**config.mk**
```make
export PLATFORM = sky130hd
export DESIGN_NAME = mctl_irq_unit
export DESIGN_NICKNAME = d
export VERILOG_FILES = /design/src/rtl/mctl_pkg.sv /design/src/rtl/mctl_decode.sv /design/src/rtl/mctl_state.sv /design/src/rtl/mctl_gate.sv /design/src/rtl/mctl_irq_unit.sv
export SDC_FILE = /design/constraint.sdc
export NUM_CORES = 1
export LEC_CHECK = 0
export BUFFER_PORTS_ARGS = -buffer_cell sky130_fd_sc_hd__buf_2
export CORE_MARGIN = 1
export CORE_UTILIZATION = 46
export DETAILED_ROUTE_END_ITERATION = 6
export PLACE_DENSITY = 0.82
export SYNTH_ARGS = -nofsm -noshare
export SYNTH_HDL_FRONTEND = slang
export SYNTH_SLANG_ARGS = --single-unit
export TNS_END_PERCENT = 100
```
**constraint.sdc**
```tcl
create_clock -name clk -period 1.86 [get_ports clk]
set_input_delay 0.372 -clock clk [delete_from_list [all_inputs] [get_ports clk]]
set_output_delay 0.372 -clock clk [all_outputs]
set_load 0.02 [all_outputs]
```
**src/rtl/mctl_pkg.sv**
```systemverilog
// Package: shared opcode values, opcode classes and mask-write field positions
// for the machine-control unit. Assumes an 8-bit accumulator.
package mctl_pkg;

    localparam logic [7:0] OPC_NOP = 8'h00;
    localparam logic [7:0] OPC_HLT = 8'h76;
    localparam logic [7:0] OPC_DI  = 8'hF3;
    localparam logic [7:0] OPC_EI  = 8'hFB;
    localparam logic [7:0] OPC_SIM = 8'h30;
    localparam logic [7:0] OPC_RIM = 8'h20;

    // mask-write field positions inside the accumulator
    localparam int MW_MASK_EN_BIT = 3;
    localparam int MW_SER_EN_BIT  = 6;
    localparam int MW_SER_VAL_BIT = 7;

    // state counts
    localparam int TS_SHORT = 4;
    localparam int TS_HALT  = 5;

    typedef enum logic [2:0] {
        K_NOP,
        K_HLT,
        K_DI,
        K_EI,
        K_MSET,
        K_MGET,
        K_BAD
    } op_kind_e;

    // classify one opcode byte
    function automatic op_kind_e classify(input logic [7:0] code);
        case (code)
            OPC_NOP: classify = K_NOP;
            OPC_HLT: classify = K_HLT;
            OPC_DI:  classify = K_DI;
            OPC_EI:  classify = K_EI;
            OPC_SIM: classify = K_MSET;
            OPC_RIM: classify = K_MGET;
            default: classify = K_BAD;
        endcase
    endfunction

endpackage

```
**src/rtl/mctl_decode.sv**
```systemverilog
// Module: classifies the incoming opcode byte, decides acceptance (nothing is
// accepted while halted) and registers the state count of the accepted opcode.
// Assumes one opcode per cycle when op_valid is high.
module mctl_decode
    import mctl_pkg::*;
#(
    parameter int TS_W = 4
) (
    input  logic            clk,
    input  logic            rst_n,
    input  logic            op_valid,
    input  logic [7:0]      op_code,
    input  logic            halted,
    output op_kind_e        kind,
    output logic            accept,
    output logic [TS_W-1:0] t_states
);

    // purpose: decode class of the current byte
    always_comb begin
        kind = classify(op_code);
    end

    // purpose: an opcode is taken only when valid and the core runs
    always_comb begin
        accept = op_valid && !halted;
    end

    // purpose: hold the state count of the last accepted opcode
    always_ff @(posedge clk) begin
        if (!rst_n) begin
            t_states <= '0;
        end else if (accept) begin
            case (kind)
                K_HLT:   t_states <= TS_W'(TS_HALT);
                K_BAD:   t_states <= '0;
                default: t_states <= TS_W'(TS_SHORT);
            endcase
        end
    end

    // a halt opcode taken yields five states
    p_halt_five_r2: assert property (@(posedge clk) disable iff (!rst_n)
        (op_valid && !halted && op_code == OPC_HLT) |=> (t_states == TS_W'(TS_HALT)));

    // no opcode is taken while halted, so the count holds
    p_count_hold_r11: assert property (@(posedge clk) disable iff (!rst_n)
        halted |=> $stable(t_states));

endmodule

```
**src/rtl/mctl_state.sv**
```systemverilog
// Module: architectural state of the control unit: enable flag, mask,
// serial output, halted flag and the status byte built by mask read.
// Assumes the forwarded-interrupt indication comes from the gate in the
// same cycle; acknowledge has priority over an enable opcode.
module mctl_state
    import mctl_pkg::*;
#(
    parameter int N_IRQ = 3,
    localparam int ST_W = 2 * N_IRQ + 2
) (
    input  logic             clk,
    input  logic             rst_n,
    input  logic             accept,
    input  op_kind_e         kind,
    input  logic [7:0]       acc_in,
    input  logic             ser_in,
    input  logic [N_IRQ-1:0] irq_req,
    input  logic             intr_ack,
    input  logic             fwd_any,
    output logic             ie,
    output logic [N_IRQ-1:0] mask,
    output logic             ser_out,
    output logic             halted,
    output logic [ST_W-1:0]  status
);

    logic do_mset;
    logic do_mget;

    // purpose: one-cycle strobes for the mask opcodes
    always_comb begin
        do_mset = accept && (kind == K_MSET);
        do_mget = accept && (kind == K_MGET);
    end

    // purpose: enable flag, cleared by reset and by acknowledge
    always_ff @(posedge clk) begin
        if (!rst_n) begin
            ie <= 1'b0;
        end else if (intr_ack) begin
            ie <= 1'b0;
        end else if (accept && kind == K_EI) begin
            ie <= 1'b1;
        end else if (accept && kind == K_DI) begin
            ie <= 1'b0;
        end
    end

    // purpose: mask bits, written only when the mask-enable field is set
    always_ff @(posedge clk) begin
        if (!rst_n) begin
            mask <= '1;
        end else if (do_mset && acc_in[MW_MASK_EN_BIT]) begin
            mask <= acc_in[N_IRQ-1:0];
        end
    end

    // purpose: serial output, written only when the serial-enable field is set
    always_ff @(posedge clk) begin
        if (!rst_n) begin
            ser_out <= 1'b0;
        end else if (do_mset && acc_in[MW_SER_EN_BIT]) begin
            ser_out <= acc_in[MW_SER_VAL_BIT];
        end
    end

    // purpose: halted flag, set by halt opcode, cleared by any forwarded source
    always_ff @(posedge clk) begin
        if (!rst_n) begin
            halted <= 1'b0;
        end else if (halted) begin
            if (fwd_any) begin
                halted <= 1'b0;
            end
        end else if (accept && kind == K_HLT) begin
            halted <= 1'b1;
        end
    end

    // purpose: status byte captured by mask read
    always_ff @(posedge clk) begin
        if (!rst_n) begin
            status <= '0;
        end else if (do_mget) begin
            status <= {ser_in, irq_req, ie, mask};
        end
    end

    // acknowledge always leaves the flag clear
    p_ack_clears_r5: assert property (@(posedge clk) disable iff (!rst_n)
        intr_ack |=> !ie);

    // a mask write without the enable field keeps the mask
    p_mask_keep_r6: assert property (@(posedge clk) disable iff (!rst_n)
        (do_mset && !acc_in[MW_MASK_EN_BIT]) |=> $stable(mask));

    // a mask write without the serial-enable field keeps the output
    p_ser_keep_r7: assert property (@(posedge clk) disable iff (!rst_n)
        (do_mset && !acc_in[MW_SER_EN_BIT]) |=> $stable(ser_out));

    // halted stays while nothing is forwarded
    p_halt_hold_r11: assert property (@(posedge clk) disable iff (!rst_n)
        (halted && !fwd_any) |=> halted);

    // a no-op leaves the enable flag and mask alone
    p_nop_quiet_r3: assert property (@(posedge clk) disable iff (!rst_n)
        (accept && kind == K_NOP && !intr_ack) |=> ($stable(ie) && $stable(mask)));

endmodule

```
**src/rtl/mctl_gate.sv**
```systemverilog
// Module: combinational interrupt gate. Qualifies maskable lines by enable
// flag and mask, picks the highest-numbered live line, and lets the trap line
// through unconditionally with top priority. Assumes level inputs.
module mctl_gate #(
    parameter int N_IRQ = 3
) (
    input  logic             clk,
    input  logic             rst_n,
    input  logic             ie,
    input  logic [N_IRQ-1:0] mask,
    input  logic [N_IRQ-1:0] irq_req,
    input  logic             trap_req,
    output logic             int_req,
    output logic [N_IRQ:0]   int_sel
);

    logic [N_IRQ-1:0] live;

    // purpose: lines allowed through by enable flag and mask
    always_comb begin
        live = irq_req & ~mask & {N_IRQ{ie}};
    end

    // purpose: one-hot pick, trap first, then highest-numbered live line
    always_comb begin
        int_sel = '0;
        if (trap_req) begin
            int_sel[N_IRQ] = 1'b1;
        end else begin
            for (int i = 0; i < N_IRQ; i++) begin
                if (live[i]) begin
                    int_sel = '0;
                    int_sel[i] = 1'b1;
                end
            end
        end
    end

    // purpose: any source forwarded
    always_comb begin
        int_req = trap_req || (|live);
    end

    // at most one source is selected
    p_sel_onehot_r9: assert property (@(posedge clk) disable iff (!rst_n)
        $onehot0(int_sel));

    // with the flag clear only the trap can be selected
    p_flag_off_r9: assert property (@(posedge clk) disable iff (!rst_n)
        (!ie && !trap_req) |-> (int_sel == '0));

    // trap selects its own bit whatever the flag and mask hold
    p_trap_wins_r10: assert property (@(posedge clk) disable iff (!rst_n)
        trap_req |-> (int_req && int_sel[N_IRQ]));

endmodule

```
**src/rtl/mctl_irq_unit.sv**
```systemverilog
// Module: top of the machine-control unit. Ties decode, state and gate
// together. Assumes the opcode byte arrives pre-fetched with a valid strobe
// and that the acknowledge is a single-cycle pulse from the sequencer.
module mctl_irq_unit
    import mctl_pkg::*;
#(
    parameter int N_IRQ = 3,
    parameter int TS_W  = 4,
    localparam int ST_W = 2 * N_IRQ + 2
) (
    input  logic             clk,
    input  logic             rst_n,
    input  logic             op_valid,
    input  logic [7:0]       op_code,
    input  logic [7:0]       acc_in,
    input  logic             ser_in,
    input  logic [N_IRQ-1:0] irq_req,
    input  logic             trap_req,
    input  logic             intr_ack,
    output logic [TS_W-1:0]  t_states,
    output logic [ST_W-1:0]  rim_status,
    output logic             ser_out,
    output logic             halted,
    output logic             int_req,
    output logic [N_IRQ:0]   int_sel
);

    op_kind_e         kind;
    logic             accept;
    logic             ie;
    logic [N_IRQ-1:0] mask;

    mctl_decode #(
        .TS_W (TS_W)
    ) u_decode (
        .clk      (clk),
        .rst_n    (rst_n),
        .op_valid (op_valid),
        .op_code  (op_code),
        .halted   (halted),
        .kind     (kind),
        .accept   (accept),
        .t_states (t_states)
    );

    mctl_state #(
        .N_IRQ (N_IRQ)
    ) u_state (
        .clk      (clk),
        .rst_n    (rst_n),
        .accept   (accept),
        .kind     (kind),
        .acc_in   (acc_in),
        .ser_in   (ser_in),
        .irq_req  (irq_req),
        .intr_ack (intr_ack),
        .fwd_any  (int_req),
        .ie       (ie),
        .mask     (mask),
        .ser_out  (ser_out),
        .halted   (halted),
        .status   (rim_status)
    );

    mctl_gate #(
        .N_IRQ (N_IRQ)
    ) u_gate (
        .clk      (clk),
        .rst_n    (rst_n),
        .ie       (ie),
        .mask     (mask),
        .irq_req  (irq_req),
        .trap_req (trap_req),
        .int_req  (int_req),
        .int_sel  (int_sel)
    );

    // an enable opcode without acknowledge leaves the flag set
    p_enable_r4: assert property (@(posedge clk) disable iff (!rst_n)
        (op_valid && !halted && op_code == OPC_EI && !intr_ack) |=> u_state.ie);

    // a mask read captures the serial input into the top status bit
    p_status_ser_r8: assert property (@(posedge clk) disable iff (!rst_n)
        (op_valid && !halted && op_code == OPC_RIM) |=> (rim_status[ST_W-1] == $past(ser_in)));

endmodule

```
; Word level (Yosys, flattened, before mapping)
; Index checks and enable logic that the tools add are counted.
[classes]
reduce_logical = 14
n_eq_ne = 11
n_bitwise = 4
muxes = 12
[ops]
columns = cell, count
row1 = 3-bit case mux with 6 select lines, 1
row2 = "8-bit by 6-bit == test with 1-bit output, second input constant", 2
row3 = "8-bit == test, second input constant", 2
row4 = "3-bit == test, second input constant", 3
row5 = "8-bit by 7-bit == test with 1-bit output, second input constant", 1
row6 = 1-bit logical AND, 8
row7 = 8-bit logical NOT, 1
row8 = 1-bit two-way mux, 7
row9 = 3-bit AND, 2
row10 = "3-bit by 2-bit == test with 1-bit output, second input constant", 2
row11 = 3-bit case mux with 2 select lines, 1
row12 = 4-bit two-way mux, 1
row13 = "3-bit by 1-bit == test with 1-bit output, second input constant", 1
row14 = 3-bit two-way mux, 1
row15 = 3-bit inverter, 1
row16 = 3-bit OR reduction, 1
row17 = 2-bit two-way mux, 1
row18 = 2-bit nonzero test, 1
row19 = 2-bit OR reduction, 1
row20 = 1-bit logical NOT, 1
row21 = 1-bit logical OR, 1
row22 = 1-bit inverter, 1
[word_totals]
input_bits = 25
output_inout_bits = 19
wordCells = 47
regBits = 18

; Logic depth before layout (Yosys ltp)
; Gate-level depths: netlist of the first run.
[depth]
depth_word = 7
depth_mapped = 5
ltp_nobuf = 4

; By module
; A second synthesis of the first run with hierarchy kept.
[hier_totals]
hier_cells = 101
hier_area_um2 = 905.9
[by_module_without_submodules]
columns = mod, seq_area_each_um2, cells_each, instances, area_each_um2
row1 = mctl_state, 280.3, 63, 1, 604.3
row2 = mctl_decode, 40.0, 26, 1, 198.9
row3 = mctl_gate, 0.0, 12, 1, 102.6

; Worst setup path after synthesis of the first run
; OpenSTA, ideal clock, no wires.
[synth_timing]
kind = input to output
from = input port irq_req[2]
to = output port int_sel[1]
t_required_ns = 1.488
slack_ns = 0.302
cell_stages = 2
arrival_time_ns = 1.186
path_buffers = 0
cell_sequence = nand2b_1 -> nor4bb_1
[synth_between]
elab_chain_cells = 4
[synth_rtl]
columns = item, line
row1 = from (decl), mctl_irq_unit.sv:17  ; input logic [N_IRQ-1:0] irq_req,
row2 = 3-bit AND (2 in series), mctl_gate.sv:21  ; live = irq_req & ~mask & {N_IRQ{ie}};
row3 = 4-bit two-way mux, mctl_gate.sv:31  ; if (live[i]) begin
row4 = 3-bit two-way mux, mctl_gate.sv:27  ; if (trap_req) begin
row5 = to (decl), mctl_irq_unit.sv:25  ; output logic [N_IRQ:0] int_sel
; Every way passes these cells.

; Worst setup path after layout of the first run
[layout_timing]
from = register u_state.mask[2]
to = output port int_sel[0]
[layout_between]
elab_chain_cells = 5
[layout_rtl]
columns = item, line
row1 = from (decl), mctl_state.sv:21  ; output logic [N_IRQ-1:0] mask,
row2 = from (signal assigned), mctl_state.sv:54  ; mask <= acc_in[N_IRQ-1:0];
row3 = 3-bit inverter, mctl_gate.sv:21
row4 = 3-bit AND (2 in series), mctl_gate.sv:21
row5 = 4-bit two-way mux, mctl_gate.sv:31
row6 = 3-bit two-way mux, mctl_gate.sv:27
; Every way passes these cells.

==> impl_metrics.yaml, run 1 <==
synthesis:
  ys_warn_count: 0
  synth_xor_area_share_pct: 0
  ys_ff_latch: 16
  synth-compound-area-share_pct: 6.221
  synthCells: 84
  ys_seq_area_share_pct: 39.81
  synthAdderAreaFrac_pct: 0
  synth-simple-area-share_pct: 33.13
  syn-cell-area_um2: 804.5
  avgSynthCellArea_um2: 9.578
  synthDistinctLibCells: 27
  synth_top_family_by_area: "simple AND/OR/NAND/NOR gates"
  synth_mux_area_share_pct: 16.17
placement:
  numPlacedInstances: 136
  place.detailed.hpwl_um: 1280
  io_buffers: 39
  gp_congestion: 0.8019
  dp_slack_ns: 0.3637
grt:
  globalRouteOverflowTotal: 0
  grt_max_degree: 17
  grt_pass1_wl_um: 2532
  antenna_found_initial: 0
  grt_pass1_vias: 633
  grtUsageTotal_pct: 17.26
timing:
  fin_tns_setup_ns: 0
  fin_crit_sh_pct: 91.50
  drv_slew: 0
  hold_viol_final: 0
  fin_ws_ns: 0.1581
  period_needed_ns: 1.702
  fmax_mhz: 587.6
  holdWs_ns: 0.2509
  fin_skew_ns: 0.001648
  finalSetupViolCount: 0
  rsz0062_at_grt: "false"
pwr:
  finalPower_uw: 634.6
  p_per_area_mw_per_mm2: 611.8
  irDropWorstVdd_mv: 0.3862
  cellLeakagePower_nw: 0.5463
clock_network:
  h-tree-depth: 1
  clkSinkCount: 16
  clk_latency_ns: 0.27
  cts_buffers: 3
  cts_tree: "yes"
  post_cts_buffers: 0
  cts.clk_slew.worst_paths_ns: 0.09
  root_buffer: "clkbuf_4"
  ctsResizeCount: 0
  clockBufferDepth: 2
  ctsHoldBuffers: 0
run:
  max-cap-violations: 0
die:
  rows: 14
  floorplan.initialDensity_pct: 51.03
  die_area_mm2: 0.001920
  die_h_um: 43.82
  coreArea_mm2: 0.001577
  ios: 44
  fp.dieW_um: 43.82
worst_setup_path:
  crit_end: "int_sel[0]"
  r2r_cells: 5
  end_kind: "output port"
  cp-start-kind: "flop"
  cp_max_fo: 3
  r2r-start: "u_state.halted$_SDFF_PN0_"
  r2r_slack_ns: 0.61
  crit_type: "flop to output port"
  r2r_end: "u_state.status[2]$_SDFFE_PN0P_"
  required_ns: 1.49
  cp-startpoint: "u_state.mask[2]$_SDFFE_PN1P_"
  arrival_ns: 1.33
hold_path:
  holdPathStages: 2
  hp-class: "primary input to flop"
detailed_routing:
  viasPerCell: 5.200
  drt-wirelength-per-cell_um: 11.61
  drt_first_pass_iters: 6
  ant_nets: 0
  num_vias: 728
  drc: 3
  drtIter0Drc: 14
  wl_um: 1625
outcome:
  status: "complete, but fails checks"
  violations: "DRC"
finish:
  n_antenna_cell: 0
  nets: 150
  final_common_cell: "buf_2"
  final_layout_size_suffix_gt1_share_pct: 38.71
  instances_no_fill: 140
  syn_to_final_growth_pct: 28.93
  final_cell_mix: "buf_2 (39), dfxtp_1 (16), mux2i_1 (13), nor2b_1 (11), nand2_1 (8)"
worst max-delay path, cell delays in order (launching register included):
cell and delay, ns:
dfxtp_1 0.36, nand2b_1 0.14, nand2_1 0.10, a21oi_2 0.16, nor2b_1 0.13, buf_2 0.17
layer usage:
metal / global-route usage, % / part of all wire (%) / up-vias
met4: 5.000 / 0.37 / 0
met5: 0 / 0 / -
met1: 21.59 / 43 / 327
met3: 2.917 / 8.9 / 2
met2: 30.15 / 48 / 31
li1: - / - / 368
Yosys cell counts:
cell type,number,area share [%]
nor3b_1,1,0.93
nand4b_1,1,1.1
nor3_1,2,1.2
a21oi_1,2,1.2
conb_1,1,0.47
and3b_1,1,1.1
a21boi_0,1,0.93
nor2b_1,11,8.6
nand2b_1,3,2.3
buf_4,4,3.7
nor3b_2,1,1.6
o21ai_0,1,0.62
o21ai_1,1,0.62
mux2i_1,13,16
nand4_1,2,1.6
nor4bb_1,1,1.2
dfxtp_1,16,40
nand3_1,1,0.62
o21a_1,2,1.9
nor3_4,1,2.0
nand2_1,8,3.7
nor3_2,1,1.2
nand3b_1,3,2.8
a211oi_1,1,0.93
and3_1,1,0.78
clkbuf_1,1,0.47
and2_1,3,2.3
kinds of logic after synthesis:
logic type | count (synthesis)
AOI/OAI and AO/OA | 8
buffers and inverters | 5
DFF | 16
muxes | 13
other | 1
and+or+nand+nor | 41
through the flow:
| stage | utilization (%) | area, µm² |
|---|---|---|
| CTS | 65.56 | 1033 |
| floorplan | - | 808.3 |
| global placement | 63.25 | 997.2 |
| detailed placement | 63.25 | 997.2 |
| finish | 65.79 | 1037 |
| global route | 65.79 | 1037 |
cell type report:
class | count | area [µm²]
repair buffers | 40 | 202.7
clock buffers | 4 | 36.28
fillers | 141 | 539.3
flip-flops and latches | 16 | 320.3
multi-input cells | 64 | 457.9
well taps | 16 | 20.02
power by group:
group	switching (mW)	internal (mW)	total, mW
Clock	0.102	0.119	0.221
Combinational	0.0376	0.0318	0.0695
Sequential	0.000598	0.344	0.344
Total	0.140	0.494	0.635
sequential cells by signal (all words and copies together), names as in the netlist:
name,cells
u_state.ser_out,1
u_decode.t_states,2
u_state.ie,1
u_state.halted,1
u_state.status,8
u_state.mask,3
how the worst min path moves through the flow:
| stage | start | end |
|---|---|---|
| global placement | u_state.mask[2]$_SDFFE_PN1P_ | u_state.mask[2]$_SDFFE_PN1P_ |
| finish | intr_ack | u_state.ie$_SDFFE_PP0P_ |
| detailed placement | u_state.mask[0]$_SDFFE_PN1P_ | u_state.mask[0]$_SDFFE_PN1P_ |
| CTS | intr_ack | u_state.ie$_SDFFE_PP0P_ |
| floorplan | intr_ack | u_state.ie$_SDFFE_PP0P_ |
| global route | intr_ack | u_state.ie$_SDFFE_PP0P_ |
Power figures use the tool's default switching activity.
==> inputs of run 2 (changes only) <==
- CELL_PAD_IN_SITES_DETAIL_PLACEMENT: not set -> 0
- CELL_PAD_IN_SITES_GLOBAL_PLACEMENT: not set -> 1
- CORE_UTILIZATION: 46 -> 33
==> run 2 against run 1 <==
The run now ends clean. Clock power grew 5%. Combinational power is essentially flat. Critical path type unchanged. Clock skew grew 0.00094 ns. Largest power group unchanged. Power grew 1.8%. Core utilization shrank 19 points. Register-to-register slack lost 0.06 ns.
==> impl_metrics.yaml, run 2 (same netlist as run 1, synthesis figures left out) <==
outcome:
  status: "finished, final reports clean"
finish:
  n_antenna_cell: 0
  largest_register: "u_state.status"
  reg_top3: "u_state.status: 8 flops, u_state.mask: 3 flops, u_decode.t_states: 2 flops"
  final_area_mm2: 0.001055
  final_common_cell: "buf_2"
  nets: 150
  final_cell_mix: "buf_2 (38), dfxtp_1 (15), mux2i_1 (13), nor2b_1 (10), nand2_1 (8)"
  largest_reg_flops: 8
  syn_to_final_growth_pct: 31.10
  fin_util_pct: 46.78
  final_layout_size_suffix_gt1_share_pct: 39.52
timing:
  holdWs_ns: 0.2434
  period_needed_ns: 1.716
  rsz0062_at_grt: "false"
  finalSetupViolCount: 0
  hold_viol_final: 0
  fin_tns_setup_ns: 0
  fin_ws_ns: 0.1435
  drv_slew: 0
  fin_crit_sh_pct: 92.28
  fin_skew_ns: 0.002588
  fmax_mhz: 582.6
worst_setup_path:
  required_ns: 1.49
  cpLargestDelayFamily: "simple AND/OR/NAND/NOR gates"
  crit_chain: "nand2b_1 -> nand2_1 -> a21oi_1 -> nor2b_2 -> buf_4"
  cp_max_fo: 3
  r2r_cells: 5
  r2r_slack_ns: 0.55
  crit_type: "flop to output port"
  r2r-start: "u_state.halted$_SDFF_PN0_"
  critical_path_depth: 5
  arrival_ns: 1.34
  end_kind: "output port"
  r2r_end: "u_state.status[4]$_SDFFE_PN0P_"
  critPathMaxStageDelay_ns: 0.35
  critPathSlowestCell: "dfxtp_1"
  cp_num_buf_inv: 1
  cp-start-kind: "flop"
grt:
  globalRouteOverflowTotal: 0
  antenna_found_initial: 0
  grt_pass1_vias: 672
  grt_pass1_wl_um: 2904
  grtUsageTotal_pct: 15.16
  grt_max_degree: 17
clock_network:
  cts_tree: "yes"
  cts.clk_slew.worst_paths_ns: 0.09
  cts_buffers: 3
  clockBufferDepth: 2
  root_buffer: "clkbuf_4"
  post_cts_buffers: 0
  clk_latency_ns: 0.29
  ctsHoldBuffers: 0
  h-tree-depth: 1
  clkSinkCount: 16
placement:
  gp_congestion: 0.7906
  dp_slack_ns: 0.3470
  place.detailed.hpwl_um: 1348
  placed_area_mm2: 0.001012
  io_buffers: 39
pwr:
  irDropWorstVdd_mv: 0.4473
  pwr-share-clk_pct: 36.0
  p_per_area_mw_per_mm2: 612.6
  p_int_uw: 494.7
  cellLeakagePower_nw: 0.5465
  seqPwrFrac_pct: 53.3
  p_sw_uw: 151.5
  combinationalPowerShare_pct: 10.7
  power_switching_share_pct: 23.45
detailed_routing:
  drt-wirelength-per-cell_um: 11.65
  num_vias: 718
  viasPerCell: 4.724
  drtIter0Drc: 7
  drt_first_pass_iters: 4
  drc: 0
  ant_nets: 0
  wl_um: 1771
die:
  coreArea_mm2: 0.002255
  die_area_mm2: 0.002639
  ios: 44
  rows: 17
  floorplan.initialDensity_pct: 35.68
  die_h_um: 51.38
  fp.dieW_um: 51.38
hold_path:
  worstHoldStart: "intr_ack"
  holdPathStages: 2
  hp-class: "primary input to flop"
  min_to: "u_state.ie$_SDFFE_PP0P_"
run:
  max-cap-violations: 0
-- run 2: layout make-up --
| type | count | area [µm²] |
|---|---|---|
| Fill cell | 247 | 1200 |
| Multi-Input combinational cell | 64 | 456.7 |
| Sequential cell | 16 | 321.6 |
| Timing Repair Buffer | 40 | 205.2 |
| Clock buffer | 4 | 36.28 |
| Tap cell | 28 | 35.03 |
-- run 2: stage by stage --
step                power (mW)  instances
floorplan               0.3876         85
global placement        0.4213        148
detailed placement      0.4220        148
CTS                     0.6547        152
global route            0.6828        152
finish                  0.6462        152
-- run 2: worst register-to-register path, cell delays in order, from the launching register on --
cell      delay, ns
dfxtp_1        0.39
and3b_1        0.22
nand4b_1       0.10
buf_4          0.20
mux2i_1        0.22
nor2b_1        0.07
-- run 2: metal layers --
metal	global-route usage, %	vias to the layer above	wire [µm]
li1	-	367	-
met1	18.95	313	802
met2	23.38	33	777
met3	4.167	5	155
met4	8.108	0	36
met5	0	-	0
-- run 2: power by group through the flow --
stage	Combinational (mW)	Sequential (mW)	Clock, mW
2_1_floorplan	0.0337	0.354	0
3_3_place_gp	0.0691	0.352	0
3_5_place_dp	0.0697	0.352	0
4_1_cts	0.0700	0.344	0.240
5_1_grt	0.0764	0.345	0.262
6_report	0.0695	0.344	0.232
-- run 2: worst max path at each step --
stage	to	from
finish	int_sel[0]	u_state.mask[2]$_SDFFE_PN1P_
global route	int_sel[0]	u_state.mask[2]$_SDFFE_PN1P_
CTS	int_sel[0]	u_state.mask[2]$_SDFFE_PN1P_
detailed placement	int_sel[0]	irq_req[2]
global placement	int_sel[0]	irq_req[2]
floorplan	int_sel[1]	irq_req[2]
-- run 2: what timing repair did --
| action | in CTS | in global routing |
|---|---|---|
| endpoints found under the hold margin | 0 | 0 |
| setup endpoints to repair | 0 | 1 |
| gates resized for setup | 0 | 3 |
==> inputs of run 3 (changes only) <==
- PLACE_DENSITY: 0.82 -> 0.92
==> run 3 against run 2 <==
Global-route usage decreased by 0.16 points. Combinational power decreased by 0.9%. Via count increased by 2.1%. Critical endpoint unchanged. Largest cell class unchanged.
==> impl_metrics.yaml, run 3 (same netlist as run 1, synthesis figures left out) <==
outcome:
  status: "finished, final reports clean"
clock_network:
  ctsResizeCount: 0
  clockBufferDepth: 2
  clkSinkCount: 16
  clk_latency_ns: 0.29
  cts_tree: "yes"
  cts_buffers: 3
  root_buffer: "clkbuf_4"
  cts.clk_slew.worst_paths_ns: 0.09
  post_cts_buffers: 0
  h-tree-depth: 1
  ctsHoldBuffers: 0
finish:
  largest_reg_flops: 8
  final_cell_mix: "buf_2 (39), dfxtp_1 (16), mux2i_1 (13), nor2b_1 (11), nand2_1 (8)"
  largest_register: "u_state.status"
  final_area_mm2: 0.001049
  nFillCells: 243
  final_layout_size_suffix_gt1_share_pct: 37.90
  nets: 150
  reg_top3: "u_state.status: 8 flops, u_state.mask: 3 flops, u_decode.t_states: 2 flops"
  syn_to_final_growth_pct: 30.33
  multi_input_area_um2: 454.2
  final_common_cell: "buf_2"
  seq_area_um2: 320.3
  n_antenna_cell: 0
timing:
  fmax_mhz: 579.9
  fin_crit_sh_pct: 92.72
  fin_skew_ns: 0.004165
  finalSetupViolCount: 0
  rsz0062_at_grt: "false"
  fin_tns_setup_ns: 0
  drv_slew: 0
  period_needed_ns: 1.725
  hold_viol_final: 0
detailed_routing:
  num_vias: 733
  drt_first_pass_iters: 4
  drc: 0
  wl_um: 1750
  drtIter0Drc: 11
  ant_nets: 0
  viasPerCell: 4.822
  drt-wirelength-per-cell_um: 11.51
worst_setup_path:
  required_ns: 1.49
  cp_num_buf_inv: 1
  critPathSlowestCell: "dfxtp_1"
  r2r_slack_ns: 0.54
  cp-start-kind: "flop"
  arrival_ns: 1.35
  cpLargestDelayFamily: "simple AND/OR/NAND/NOR gates"
  crit_chain: "nand2b_1 -> nand2_1 -> a21oi_1 -> nor2b_1 -> buf_2"
  end_kind: "output port"
  cp_max_fo: 3
  r2r_cells: 5
  critPathMaxStageDelay_ns: 0.35
  crit_type: "flop to output port"
  r2r-start: "u_state.halted$_SDFF_PN0_"
  r2r_end: "u_state.status[1]$_SDFFE_PN0P_"
die:
  floorplan.initialDensity_pct: 35.68
  die_area_mm2: 0.002639
  fp.dieW_um: 51.38
  ios: 44
  die_h_um: 51.38
  rows: 17
  coreArea_mm2: 0.002255
pwr:
  pwr-share-clk_pct: 35.8
  cellLeakagePower_nw: 0.5463
  power_switching_share_pct: 23.15
  irDropWorstVdd_mv: 0.3422
  p_per_area_mw_per_mm2: 613.7
  p_sw_uw: 149.0
  p_int_uw: 494.5
  seqPwrFrac_pct: 53.5
  combinationalPowerShare_pct: 10.7
grt:
  grt_pass1_vias: 673
  grtUsageTotal_pct: 15.00
  grt_pass1_wl_um: 2849
  globalRouteOverflowTotal: 0
  grt_max_degree: 17
  antenna_found_initial: 0
hold_path:
  min_to: "u_state.ie$_SDFFE_PP0P_"
  hp-class: "primary input to flop"
  holdPathStages: 2
  worstHoldStart: "intr_ack"
run:
  max-cap-violations: 0
placement:
  placed_area_mm2: 0.001012
  io_buffers: 39
  gp_congestion: 0.7309
  place.detailed.hpwl_um: 1401
## run 3: how the worst max path moves through the flow
stage / from / to / cells past startpoint
finish: u_state.mask[2]$_SDFFE_PN1P_ / int_sel[0] / 5
global route: u_state.mask[2]$_SDFFE_PN1P_ / int_sel[0] / 5
CTS: u_state.mask[2]$_SDFFE_PN1P_ / int_sel[0] / 5
detailed placement: irq_req[2] / int_sel[0] / 6
global placement: irq_req[2] / int_sel[0] / 6
floorplan: irq_req[2] / int_sel[1] / 2
## run 3: metrics by stage
step           setup WS, ns  total power [mW]  instances  util [%]  hold slack, ns
2_1_floorplan        0.3015            0.3876         85         -          0.4415
4_1_cts              0.1123            0.6510        152     46.50          0.2323
5_1_grt             0.04517            0.6688        152     46.50          0.2374
3_5_place_dp         0.3387            0.4211        148     44.89          0.4920
3_3_place_gp         0.3337            0.4197        148     44.89          0.4772
6_report             0.1354            0.6435        152     46.50          0.2404
## run 3: power by group through the flow
stage	clock network (mW)	registers, mW	logic, mW
3_3_place_gp	0	0.352	0.0675
6_report	0.230	0.344	0.0689
5_1_grt	0.248	0.345	0.0761
3_5_place_dp	0	0.352	0.0688
2_1_floorplan	0	0.354	0.0337
4_1_cts	0.238	0.344	0.0690
## run 3: final cells by class
class,count,share of cell area [%]
Clock buffer,4,3.461
Multi-Input combinational cell,64,43.32
Sequential cell,16,30.55
Tap cell,28,3.341
Timing Repair Buffer,40,19.33
## run 3: routing by layer
| metal | global-route usage [%] | part of all wire [%] |
|---|---|---|
| met1 | 18.15 | 44 |
| met2 | 23.16 | 44 |
| met3 | 4.762 | 10 |
| met4 | 8.559 | 1.6 |
| met5 | 0 | 0 |
